--- config.mk ---
export PLATFORM = sky130hd
export DESIGN_NAME = tick_timer_top
export DESIGN_NICKNAME = d
export VERILOG_FILES = /design/src/rtl/tick_timer_pkg.sv /design/src/rtl/tick_timer_dp.sv /design/src/rtl/tick_timer_ctrl.sv /design/src/rtl/tick_timer_top.sv
export SDC_FILE = /design/constraint.sdc
export NUM_CORES = 2
export LEC_CHECK = 0
export BUFFER_PORTS_ARGS = -buffer_cell sky130_fd_sc_hd__buf_2
export CORE_ASPECT_RATIO = 1.1
export CORE_MARGIN = 3
export CORE_UTILIZATION = 35
export DETAILED_ROUTE_END_ITERATION = 16
export GPL_ROUTABILITY_DRIVEN = 0
export PLACE_DENSITY = 0.56
export REMOVE_ABC_BUFFERS = 1
export SYNTH_ARGS = -nofsm -noshare
export SYNTH_HDL_FRONTEND = slang
export SYNTH_SLANG_ARGS = --single-unit
--- constraint.sdc ---
create_clock -name clk -period 4.2 [get_ports clk]
set_input_delay 0.42 -clock clk [delete_from_list [all_inputs] [get_ports clk]]
set_output_delay 0.42 -clock clk [all_outputs]
set_load 0.02 [all_outputs]
--- src/rtl/tick_timer_pkg.sv ---
package tick_timer_pkg;
  localparam int CNT_W  = 64;
  localparam int HALF_W = 32;

  // global register addresses
  localparam logic [7:0] A_CAP    = 8'h00;
  localparam logic [7:0] A_PERIOD = 8'h04;
  localparam logic [7:0] A_GCFG   = 8'h08;
  localparam logic [7:0] A_STATUS = 8'h0C;
  localparam logic [7:0] A_CNT_LO = 8'h10;
  localparam logic [7:0] A_CNT_HI = 8'h14;

  // per-timer block: upper nibble = timer + TB_BASE_NIB, lower nibble = offset
  localparam int         TB_BASE_NIB = 2;
  localparam logic [3:0] T_CFG    = 4'h0;
  localparam logic [3:0] T_CMP_LO = 4'h4;
  localparam logic [3:0] T_CMP_HI = 4'h8;

  // bit positions
  localparam int G_RUN       = 0;
  localparam int G_LEGACY    = 1;
  localparam int C_INTEN     = 0;
  localparam int C_PERIODIC  = 1;
  localparam int C_SETVAL    = 2;
  localparam int C_NARROW    = 3;
  localparam int C_ROUTE_LSB = 8;
  localparam int CAP_LEG_BIT = 8;

  typedef struct packed {
    logic cntLo;
    logic cntHi;
  } cntStrobe_t;

  typedef struct packed {
    logic cmpLo;
    logic cmpHi;
    logic perLo;
    logic perHi;
  } tmrStrobe_t;
endpackage

--- src/rtl/tick_timer_dp.sv ---
module tick_timer_dp
  import tick_timer_pkg::*;
#(
  parameter int NUM_TIMERS = 3
) (
  input  logic                                  clk,
  input  logic                                  rstN,
  input  logic                                  runOn,
  input  cntStrobe_t                            cntStrb,
  input  tmrStrobe_t [NUM_TIMERS-1:0]           tmrStrb,
  input  logic [HALF_W-1:0]                     wdata,
  input  logic [NUM_TIMERS-1:0]                 periodicVec,
  input  logic [NUM_TIMERS-1:0]                 narrowVec,
  output logic [CNT_W-1:0]                      cntVal,
  output logic [NUM_TIMERS-1:0][CNT_W-1:0]      cmpVals,
  output logic [NUM_TIMERS-1:0]                 matchVec
);

  // main counter: loads only while halted (control gates the strobes)
  always_ff @(posedge clk or negedge rstN) begin
    if (!rstN) begin
      cntVal <= '0;
    end else if (runOn) begin
      cntVal <= cntVal + 1'b1;
    end else begin
      if (cntStrb.cntLo) cntVal[HALF_W-1:0]     <= wdata;
      if (cntStrb.cntHi) cntVal[CNT_W-1:HALF_W] <= wdata;
    end
  end

  for (genvar i = 0; i < NUM_TIMERS; i++) begin : g_cmp
    logic [CNT_W-1:0] cmpReg;
    logic [CNT_W-1:0] perReg;
    logic             eqWide;
    logic             eqNarrow;

    assign eqWide      = (cntVal == cmpReg);
    assign eqNarrow    = (cntVal[HALF_W-1:0] == cmpReg[HALF_W-1:0]);
    assign matchVec[i] = runOn && (narrowVec[i] ? eqNarrow : eqWide);
    assign cmpVals[i]  = cmpReg;

    always_ff @(posedge clk or negedge rstN) begin
      if (!rstN) begin
        cmpReg <= '1;
        perReg <= '0;
      end else begin
        if (tmrStrb[i].cmpLo || tmrStrb[i].cmpHi) begin
          if (tmrStrb[i].cmpLo) cmpReg[HALF_W-1:0]     <= wdata;
          if (tmrStrb[i].cmpHi) cmpReg[CNT_W-1:HALF_W] <= wdata;
        end else if (matchVec[i] && periodicVec[i]) begin
          if (narrowVec[i])
            cmpReg[HALF_W-1:0] <= cmpReg[HALF_W-1:0] + perReg[HALF_W-1:0];
          else
            cmpReg <= cmpReg + perReg;
        end
        if (tmrStrb[i].perLo) perReg[HALF_W-1:0]     <= wdata;
        if (tmrStrb[i].perHi) perReg[CNT_W-1:HALF_W] <= wdata;
      end
    end
  end

endmodule

--- src/rtl/tick_timer_ctrl.sv ---
module tick_timer_ctrl
  import tick_timer_pkg::*;
#(
  parameter int          NUM_TIMERS = 3,
  parameter int          NUM_LINES  = 4,
  parameter logic [31:0] PERIOD_FS  = 32'd10000000
) (
  input  logic                              clk,
  input  logic                              rstN,
  input  logic                              busWr,
  input  logic [7:0]                        busAddr,
  input  logic [HALF_W-1:0]                 busWdata,
  output logic [HALF_W-1:0]                 busRdata,
  input  logic [NUM_TIMERS-1:0]             matchVec,
  input  logic [CNT_W-1:0]                  cntVal,
  input  logic [NUM_TIMERS-1:0][CNT_W-1:0]  cmpVals,
  output cntStrobe_t                        cntStrb,
  output tmrStrobe_t [NUM_TIMERS-1:0]       tmrStrb,
  output logic                              runOn,
  output logic                              legacyOn,
  output logic [NUM_TIMERS-1:0]             periodicVec,
  output logic [NUM_TIMERS-1:0]             narrowVec,
  output logic [NUM_TIMERS-1:0]             intEnVec,
  output logic [NUM_TIMERS-1:0]             statusVec,
  output logic [NUM_LINES-1:0]              irqLines,
  output logic                              legacyTickIrq,
  output logic                              legacyRtcIrq
);
  localparam int RW = (NUM_LINES  > 1) ? $clog2(NUM_LINES)  : 1;
  localparam int IW = (NUM_TIMERS > 1) ? $clog2(NUM_TIMERS) : 1;

  logic [3:0]                         tNib;
  logic [3:0]                         tOff;
  logic [IW-1:0]                      tSel;
  logic                               tValid;
  logic [NUM_TIMERS-1:0][RW-1:0]      routeVec;
  logic [NUM_TIMERS-1:0][HALF_W-1:0]  cfgWords;
  logic [NUM_TIMERS-1:0]              clrMask;
  logic [NUM_LINES-1:0]               lineNext;
  logic                               tickNext;
  logic                               rtcNext;
  logic                               gcfgWr;

  assign tNib   = busAddr[7:4];
  assign tOff   = busAddr[3:0];
  assign tSel   = tNib[IW-1:0] - IW'(TB_BASE_NIB);
  assign tValid = (int'(tNib) >= TB_BASE_NIB) && ((int'(tNib) - TB_BASE_NIB) < NUM_TIMERS);
  assign gcfgWr = busWr && (busAddr == A_GCFG);

  // counter halves are writable only while halted
  assign cntStrb.cntLo = busWr && (busAddr == A_CNT_LO) && !runOn;
  assign cntStrb.cntHi = busWr && (busAddr == A_CNT_HI) && !runOn;

  always_ff @(posedge clk or negedge rstN) begin
    if (!rstN) begin
      runOn    <= 1'b0;
      legacyOn <= 1'b0;
    end else if (gcfgWr) begin
      runOn    <= busWdata[G_RUN];
      legacyOn <= busWdata[G_LEGACY];
    end
  end

  for (genvar i = 0; i < NUM_TIMERS; i++) begin : g_tmr
    logic          hit, cfgWr, loWr, hiWr;
    logic          intEn, periodic, setVal, narrow, toPeriod;
    logic [RW-1:0] route;

    assign hit   = busWr && (tNib == 4'(i + TB_BASE_NIB));
    assign cfgWr = hit && (tOff == T_CFG);
    assign loWr  = hit && (tOff == T_CMP_LO);
    assign hiWr  = hit && (tOff == T_CMP_HI);

    // second half of a set-value sequence steers writes to the period
    assign tmrStrb[i].cmpLo = loWr && !toPeriod;
    assign tmrStrb[i].cmpHi = hiWr && !toPeriod;
    assign tmrStrb[i].perLo = loWr && toPeriod;
    assign tmrStrb[i].perHi = hiWr && toPeriod;

    always_ff @(posedge clk or negedge rstN) begin
      if (!rstN) begin
        intEn    <= 1'b0;
        periodic <= 1'b0;
        setVal   <= 1'b0;
        narrow   <= 1'b0;
        toPeriod <= 1'b0;
        route    <= '0;
      end else if (cfgWr) begin
        intEn    <= busWdata[C_INTEN];
        periodic <= busWdata[C_PERIODIC];
        setVal   <= busWdata[C_SETVAL];
        narrow   <= busWdata[C_NARROW];
        route    <= busWdata[C_ROUTE_LSB +: RW];
        toPeriod <= 1'b0;
      end else if (loWr && setVal) begin
        if (periodic && !toPeriod) begin
          toPeriod <= 1'b1;
        end else begin
          setVal   <= 1'b0;
          toPeriod <= 1'b0;
        end
      end
    end

    always_comb begin
      cfgWords[i]                   = '0;
      cfgWords[i][C_INTEN]          = intEn;
      cfgWords[i][C_PERIODIC]       = periodic;
      cfgWords[i][C_SETVAL]         = setVal;
      cfgWords[i][C_NARROW]         = narrow;
      cfgWords[i][C_ROUTE_LSB +: RW] = route;
    end

    assign intEnVec[i]    = intEn;
    assign periodicVec[i] = periodic;
    assign narrowVec[i]   = narrow;
    assign routeVec[i]    = route;
  end

  // sticky status, write one to clear, a new match wins
  assign clrMask = (busWr && (busAddr == A_STATUS)) ? busWdata[NUM_TIMERS-1:0] : '0;

  always_ff @(posedge clk or negedge rstN) begin
    if (!rstN) statusVec <= '0;
    else       statusVec <= (statusVec & ~clrMask) | matchVec;
  end

  // interrupt routing
  always_comb begin
    lineNext = '0;
    tickNext = 1'b0;
    rtcNext  = 1'b0;
    for (int i = 0; i < NUM_TIMERS; i++) begin
      if (matchVec[i] && intEnVec[i]) begin
        if (legacyOn && (i == 0))      tickNext = 1'b1;
        else if (legacyOn && (i == 1)) rtcNext  = 1'b1;
        else                           lineNext[routeVec[i]] = 1'b1;
      end
    end
  end

  always_ff @(posedge clk or negedge rstN) begin
    if (!rstN) begin
      irqLines      <= '0;
      legacyTickIrq <= 1'b0;
      legacyRtcIrq  <= 1'b0;
    end else begin
      irqLines      <= lineNext;
      legacyTickIrq <= tickNext;
      legacyRtcIrq  <= rtcNext;
    end
  end

  // combinational read
  always_comb begin
    busRdata = '0;
    case (busAddr)
      A_CAP:    begin
                  busRdata[4:0]       = 5'(NUM_TIMERS - 1);
                  busRdata[CAP_LEG_BIT] = 1'b1;
                end
      A_PERIOD: busRdata = PERIOD_FS;
      A_GCFG:   begin
                  busRdata[G_RUN]    = runOn;
                  busRdata[G_LEGACY] = legacyOn;
                end
      A_STATUS: busRdata[NUM_TIMERS-1:0] = statusVec;
      A_CNT_LO: busRdata = cntVal[HALF_W-1:0];
      A_CNT_HI: busRdata = cntVal[CNT_W-1:HALF_W];
      default: begin
        if (tValid) begin
          case (tOff)
            T_CFG:    busRdata = cfgWords[tSel];
            T_CMP_LO: busRdata = cmpVals[tSel][HALF_W-1:0];
            T_CMP_HI: busRdata = cmpVals[tSel][CNT_W-1:HALF_W];
            default:  busRdata = '0;
          endcase
        end
      end
    endcase
  end

endmodule

--- src/rtl/tick_timer_top.sv ---
module tick_timer_top
  import tick_timer_pkg::*;
#(
  parameter int          NUM_TIMERS = 3,
  parameter int          NUM_LINES  = 4,
  parameter logic [31:0] PERIOD_FS  = 32'd10000000
) (
  input  logic                 clk,
  input  logic                 rstN,
  input  logic                 busWr,
  input  logic [7:0]           busAddr,
  input  logic [31:0]          busWdata,
  output logic [31:0]          busRdata,
  output logic [NUM_LINES-1:0] irqLines,
  output logic                 legacyTickIrq,
  output logic                 legacyRtcIrq
);
  cntStrobe_t                        cntStrb;
  tmrStrobe_t [NUM_TIMERS-1:0]       tmrStrb;
  logic                              runOn;
  logic                              legacyOn;
  logic [NUM_TIMERS-1:0]             periodicVec;
  logic [NUM_TIMERS-1:0]             narrowVec;
  logic [NUM_TIMERS-1:0]             intEnVec;
  logic [NUM_TIMERS-1:0]             statusVec;
  logic [NUM_TIMERS-1:0]             matchVec;
  logic [CNT_W-1:0]                  cntVal;
  logic [NUM_TIMERS-1:0][CNT_W-1:0]  cmpVals;

  tick_timer_ctrl #(
    .NUM_TIMERS(NUM_TIMERS), .NUM_LINES(NUM_LINES), .PERIOD_FS(PERIOD_FS)
  ) u_ctrl (
    .clk(clk), .rstN(rstN), .busWr(busWr), .busAddr(busAddr),
    .busWdata(busWdata), .busRdata(busRdata), .matchVec(matchVec),
    .cntVal(cntVal), .cmpVals(cmpVals), .cntStrb(cntStrb), .tmrStrb(tmrStrb),
    .runOn(runOn), .legacyOn(legacyOn), .periodicVec(periodicVec),
    .narrowVec(narrowVec), .intEnVec(intEnVec), .statusVec(statusVec),
    .irqLines(irqLines), .legacyTickIrq(legacyTickIrq), .legacyRtcIrq(legacyRtcIrq)
  );

  tick_timer_dp #(.NUM_TIMERS(NUM_TIMERS)) u_dp (
    .clk(clk), .rstN(rstN), .runOn(runOn), .cntStrb(cntStrb), .tmrStrb(tmrStrb),
    .wdata(busWdata), .periodicVec(periodicVec), .narrowVec(narrowVec),
    .cntVal(cntVal), .cmpVals(cmpVals), .matchVec(matchVec)
  );

endmodule

Word level (Yosys, flattened, before mapping)

Cells that the tools add are included.

Register bits after elaboration: 480
Logic and storage cells: 237
Input port bits: 43
Output and inout bits: 38

Muxes and demuxes: 69
Reductions and logical operators: 79
Bitwise gates (word level): 5
Add/subtract/negate cells: 9
Order comparisons: 9
Equal/unequal tests: 28

Operator list:

| cell                  | count |
|---|---|
| $mux 32               | 16 |
| $mux 64               | 8 |
| $add 64x64->64        | 3 |
| $eq 64x64->1          | 3 |
| $bmux 64 s2           | 1 |
| $add 32x32->32        | 3 |
| $eq 32x32->1          | 3 |
| $pmux 32 s3           | 1 |
| $pmux 23 s4           | 1 |
| $add 64x1->64 const B | 1 |
| $bmux 32 s2           | 1 |
| $logic_and 1x1->1     | 49 |
| $lt 32x3->1 const B   | 1 |
| $mux 1                | 27 |
| $ne 2x1->1 const B    | 12 |
| $mux 4                | 5 |
| $eq 8x4->1 const B    | 2 |
| $eq 8x5->1 const B    | 2 |
| $reduce_bool 2->1     | 8 |
| $lt 2x3->1 const B    | 4 |
| $pmux 2 s6            | 1 |
| $pmux 3 s4            | 1 |
| $reduce_and 2->1      | 6 |
| $reduce_and 3->1      | 3 |
| other kinds (22)      | 37 |

Depth between registers and ports, before layout

Depth in word-level cells: 11
Depth in mapped cells: 13
Gate-level depth less buffers: 12

Hierarchy

A second synthesis with hierarchy kept.

Cell total of the unflattened synthesis: 4,162
Area, all modules: 38,035.2 µm²

By module, submodules not included:

| module          | cells an instance | times used | area each (µm²) | seq. area each (µm²) |
|---|---|---|---|---|
| tick_timer_dp   | 3,665             | 1          | 33,693.6        | 11,451.0 |
| tick_timer_ctrl | 497               | 1          | 4,341.7         | 800.8 |

Least setup slack after synthesis

OpenSTA, ideal clock, no wires.

Path kind: register -> register
From: reg u_dp.g_cmp[1].cmpReg[0]
To: reg u_dp.g_cmp[1].cmpReg[62]
Clock period less this slack: 3.260 ns
Data arrival time: 3.173 ns
Data required time: 4.112 ns
Path buffers: 0
Cell stages (with the launch flop): 13
Library setup time: 0.088 ns
Setup slack: 0.940 ns
Cells stage by stage: dfstp_2 -> ha_1 -> fa_1 -> a211o_1 -> a211oi_2 -> nor3_1 -> a311o_1 -> a21oi_4 -> o21ai_2 -> a221oi_4 -> o21bai_2 -> a2111oi_2 -> nor3_1

Longest elaborated chain between the ends: 6
Elaborated cells between the ends (all ways): 11
Classes of those cells: add/sub: 1; eq/ne: 2; mux: 4; reduce/logical: 4

Ends and longest elaborated chain:

| element                                                | line                | RTL |
|---|---|---|
| start, declared                                        | tick_timer_dp.sv:32 | `logic [CNT_W-1:0] cmpReg;` |
| start signal, assigned by index                        | tick_timer_dp.sv:48 | `if (tmrStrb[i].cmpLo) cmpReg[HALF_W-1:0] <= wdata;` |
| start signal, assigned by index                        | tick_timer_dp.sv:49 | `if (tmrStrb[i].cmpHi) cmpReg[CNT_W-1:HALF_W] <= wdata;` |
| start signal, assigned by index                        | tick_timer_dp.sv:52 | `cmpReg[HALF_W-1:0] <= cmpReg[HALF_W-1:0] + perReg[HALF_W-1:0];` |
| branches (longest 6 deep; another with $add 64x64->64) | n/a                 |  |

Parallel ways; which one is timed is not known. The select of a mux whose other input is x is not followed.
A chain may end at the register's enable or synchronous reset.

Worst setup path after layout

From: reg u_dp.cntVal[36]
To: reg u_dp.g_cmp[1].cmpReg[62]

Longest elaborated chain between the ends: 6

Ends and longest elaborated chain:

| element                            | line                | RTL |
|---|---|---|
| start, declared                    | tick_timer_dp.sv:14 | `output logic [CNT_W-1:0] cntVal,` |
| start signal, assigned             | tick_timer_dp.sv:24 | `cntVal <= cntVal + 1'b1;` |
| start signal, assigned by index    | tick_timer_dp.sv:26 | `if (cntStrb.cntLo) cntVal[HALF_W-1:0] <= wdata;` |
| start signal, assigned by index    | tick_timer_dp.sv:27 | `if (cntStrb.cntHi) cntVal[CNT_W-1:HALF_W] <= wdata;` |
| $eq 64x64->1                       | tick_timer_dp.sv:37 | `assign eqWide = (cntVal == cmpReg);` |
| $mux 1                             | tick_timer_dp.sv:39 | `assign matchVec[i] = runOn && (narrowVec[i] ? eqNarrow : eqWide);` |
| $logic_and 1x1->1                  | tick_timer_dp.sv:39 |  |
| $logic_and 1x1->1                  | tick_timer_dp.sv:50 | `end else if (matchVec[i] && periodicVec[i]) begin` |
| $reduce_bool 2->1 (no source line) | n/a                 |  |
| $reduce_and 3->1 (no source line)  | n/a                 |  |
| end signal, assigned by index      | tick_timer_dp.sv:49 |  |
| end signal, assigned by index      | tick_timer_dp.sv:52 |  |
| end signal, assigned               | tick_timer_dp.sv:54 | `cmpReg <= cmpReg + perReg;` |

No other way between the ends.

==> metrics.md <==
| Metric | Value |
|---|---|
| Status | finished with violations |
| Failing checks | negative setup slack |
| Cell Area, Synth | 37650 um^2 |
| Critical Path End Type | register |
| Skew-Pair Late Insertion Delay | 0.68 ns |
| Max_slew headroom | 30.93% |
| Max Transition Viols Final | 0 |
| Post-layout util | 39.30% |
| Largest family of logic cells by synthesized area | compound AO/OA/AOI/OAI gates |
| Main synth FF type | dfrtp_1 |
| Adder-Cell Fraction of Synth Area | 6.573% |
| Antenna Violating Nets Remaining | 0 |
| Crit share post-route | 100.6% |
| Grt ovf | 0 |
| Clock tree sinks | 480 |
| CP Max Fanout | 8 |
| Reg-to-reg setup timing slack | -0.03 ns |
| Routed len/inst | 29.29 um |
| Die width | 318.7 um |
| Total Power | 14.81 mW |
| Max Cap Violations | 0 |
| Critical Path AT | 4.81 ns |
| Async SR Flop Fraction | 100.0% |
| Crit path kind | reg2reg |
| RSZ-0062 raised after global routing | no |
| Placed Area | 39670 um^2 |
| Clock Pin Slew Worst Setup and Hold Paths | 0.07 ns |
| Area Growth Syn to Fin | 10.83% |
| Drt drc | 0 |
| PwrDens | 354.9 nW/um^2 |
| Core Area | 106200 um^2 |
| Die Y-Extent | 350.0 um |
| Row count | 125 |
| Fin crit period | 4.225 ns |
| Largest area contributor in the netlist | dfrtp_1 |
| Top-count cell post-synth | nand2_1 |
| Via density per instance | 6.278 |
| Count of final setup violators | 1 |
| Die ar. | 111600 um^2 |
| Max VDD drop | 0.0003357 V |
| CTS root buf | clkbuf_16 |
| Io pins | 81 |
| H-tree levels | 2 |
| Vias in the first global route | 34022 |
| Fin nets | 4519 |
| Crit path launch | u_dp.cntVal[36]$_DFFE_PN0P_ |
| Largest net degree at the start of global routing | 95 |
| Layout cells sized above 1 | 17.99% |
| Design area | 41730 um^2 |
| TritonCTS Buffers | 58 |
| Post-Synth Simple-Gate Area | 16.32% |
| XOR/XNOR Fraction of Synth Area | 8.533% |
| Leak | 18.07 nW |
| Via Count | 36003 |
| Starting Density | 35.46% |
| Reg2reg start | u_dp.cntVal[36]$_DFFE_PN0P_ |
| FF-to-FF End | u_dp.g_cmp[1].cmpReg[62]$_DFFE_PN1P_ |
| Syn_area_per_cell | 8.660 um^2 |
| Setup TNS | -0.02532 ns |
| Iter 0 DRT Violations | 4321 |
| Syn. warnings | 0 |
| Number of synthesized flops with an enable pin | 0 |
| Max Root-Sink Buffers | 3 |
| Startpoint Class | register |
| Drt first pass iters | 7 |
| Sequential share of the synthesized area | 32.54% |
| Hold WS | 0.1539 ns |
| Largest cells by area after synthesis | dfrtp_1 19%, dfstp_2 13%, mux2_2 6.5% |
| Worst R2R Path Depth | 10 |
| Detailed Route WL | 168.0 mm |
| Hold Crit Class | in2reg |
| Compound-gate portion of the synthesized area | 22.16% |
| Worst-Margin Slew | 1.036 ns |
| Worst Setup EP | u_dp.g_cmp[1].cmpReg[62]$_DFFE_PN1P_ |
| DPL Wire Length | 123.9 mm |
| First-pass GRT wire length | 239.1 mm |
| Antenna violations before repair | 12 |
| Final Hold Viols | 0 |
| IO Port Bufs | 80 |
| Unique masters post-synth | 100 |
| CTS tree | yes |
| Req. time, crit path | 4.79 ns |
| Gate Count Post-Synth | 4348 |
| Fin worst setup slack | -0.02532 ns |
| Post-synthesis mux area share | 9.613% |
| Yosys reg bits | 480 |
| Clock skew | 0.03107 ns |
| Top cell type's share of synthesized area | 19.14% |
| Tot GR Track Use | 29.09% |
| Post-synth top cells | 450 x nand2_1, 324 x nor2_1, 306 x a21oi_1, 288 x dfrtp_1, 256 x clkbuf_1 |
| Max Freq | 236.7 MHz |
## worst min path at each step
stage                             startpoint                                   end  cells after the start
2_1_floorplan                           rstN     u_ctrl.g_tmr[0].intEn$_DFFE_PN0P_                      0
3_5_place_dp   u_ctrl.statusVec[0]$_DFF_PN0_         u_ctrl.statusVec[0]$_DFF_PN0_                      2
4_1_cts                         busWdata[30]  u_dp.g_cmp[2].perReg[30]$_DFFE_PN0P_                      2
5_1_grt                         busWdata[30]  u_dp.g_cmp[2].perReg[30]$_DFFE_PN0P_                      2
3_3_place_gp   u_ctrl.statusVec[0]$_DFF_PN0_         u_ctrl.statusVec[0]$_DFF_PN0_                      2
6_report                        busWdata[30]  u_dp.g_cmp[2].perReg[30]$_DFFE_PN0P_                      2
## layer usage
| layer | vias up | share of wire [%] | GRT usage (%) |
|---|---|---|---|
| met5 | - | 0.0077 | 0 |
| met4 | 2 | 8.3 | 20.07 |
| met3 | 597 | 9.6 | 5.619 |
| met2 | 2109 | 44 | 45.66 |
| met1 | 17468 | 38 | 36.21 |
| li1 | 15827 | - | - |
## layout by cell type (no fill, tap or decap), drive strengths merged, types with 60 or more instances in the layout
master,instances
ha,193
a22oi,60
nand3,103
a21oi,307
nand4,124
dfstp,192
xnor2,224
clkbuf,86
o211ai,65
a31oi,90
dfrtp,288
mux2,225
nor3,60
o21ai,242
nor2,325
o21a,72
inv,65
mux2i,104
nand2,450
xor2,142
buf,209
a21o,118
## where the power goes
group          internal (mW)  switching, mW  total [mW]
logic                   1.22           2.12        3.34
clock network           3.17           2.27        5.44
registers               5.05          0.974        6.03
total                   9.44           5.37        14.8
## cell type report
class,instances,area (um^2)
Timing Repair Buffer,210,1579
Clock buffer,86,1667
Antenna cell,8,20.02
Fill cell,10649,64460
Clock inverter,24,325.3
Sequential cell,480,12260
Tap cell,1397,1748
Multi-Input combinational cell,3466,23900
Inverter,64,240.2
## flip-flops by register name, summed over array words and instances (netlist names)
signal,flops
u_ctrl.statusVec,3
u_ctrl.legacyTickIrq,1
u_ctrl.g_tmr.route,6
u_ctrl.g_tmr.toPeriod,3
u_ctrl.legacyRtcIrq,1
u_dp.g_cmp.cmpReg,192
u_ctrl.irqLines,4
u_ctrl.g_tmr.periodic,3
u_ctrl.runOn,1
u_ctrl.legacyOn,1
u_ctrl.g_tmr.narrow,3
u_dp.cntVal,64
u_dp.g_cmp.perReg,192
u_ctrl.g_tmr.intEn,3
u_ctrl.g_tmr.setVal,3
## logic make-up (layout without fill, tap and decap cells)
logic type                 count (synthesis)  in the layout
buffers and inverters                    402            384
DFF                                      480            480
muxes                                    331            331
other                                      0              8
and+or+nand+nor                         1301           1301
AOI/OAI and AO/OA                       1272           1272
adders and majority gates                196            196
xor gates and xnor gates                 366            366
## worst max-delay path, cell delays in order (launching register included)
cell	delay, ns
dfrtp_1	0.54
xnor2_1	0.66
nand4_1	0.15
nor4_1	0.82
nand2_1	0.23
or4_4	0.66
o31ai_4	0.18
o211ai_1	0.21
a31o_1	0.25
a2111oi_2	0.34
nor3_1	0.10
## timing repair
action | in CTS | in global routing
gates cloned | 0 | 0
endpoints found under the hold margin | 71 | 0
endpoints found under the setup margin | 3 | 5
buffers inserted | 0 | 1
resized for setup | 1 | 1
hold buffers | 1 | 0
pin swaps | 0 | 1
## metrics by stage
step | cells | setup WS (ns)
after detailed placement | 5615 | -0.1266
after global placement | 5615 | -0.1182
after global routing | 5727 | 0.05529
after CTS | 5726 | 0.2789
after floorplan | 4010 | -2.462
final | 5735 | -0.02532
Power figures use the tool's default switching activity.
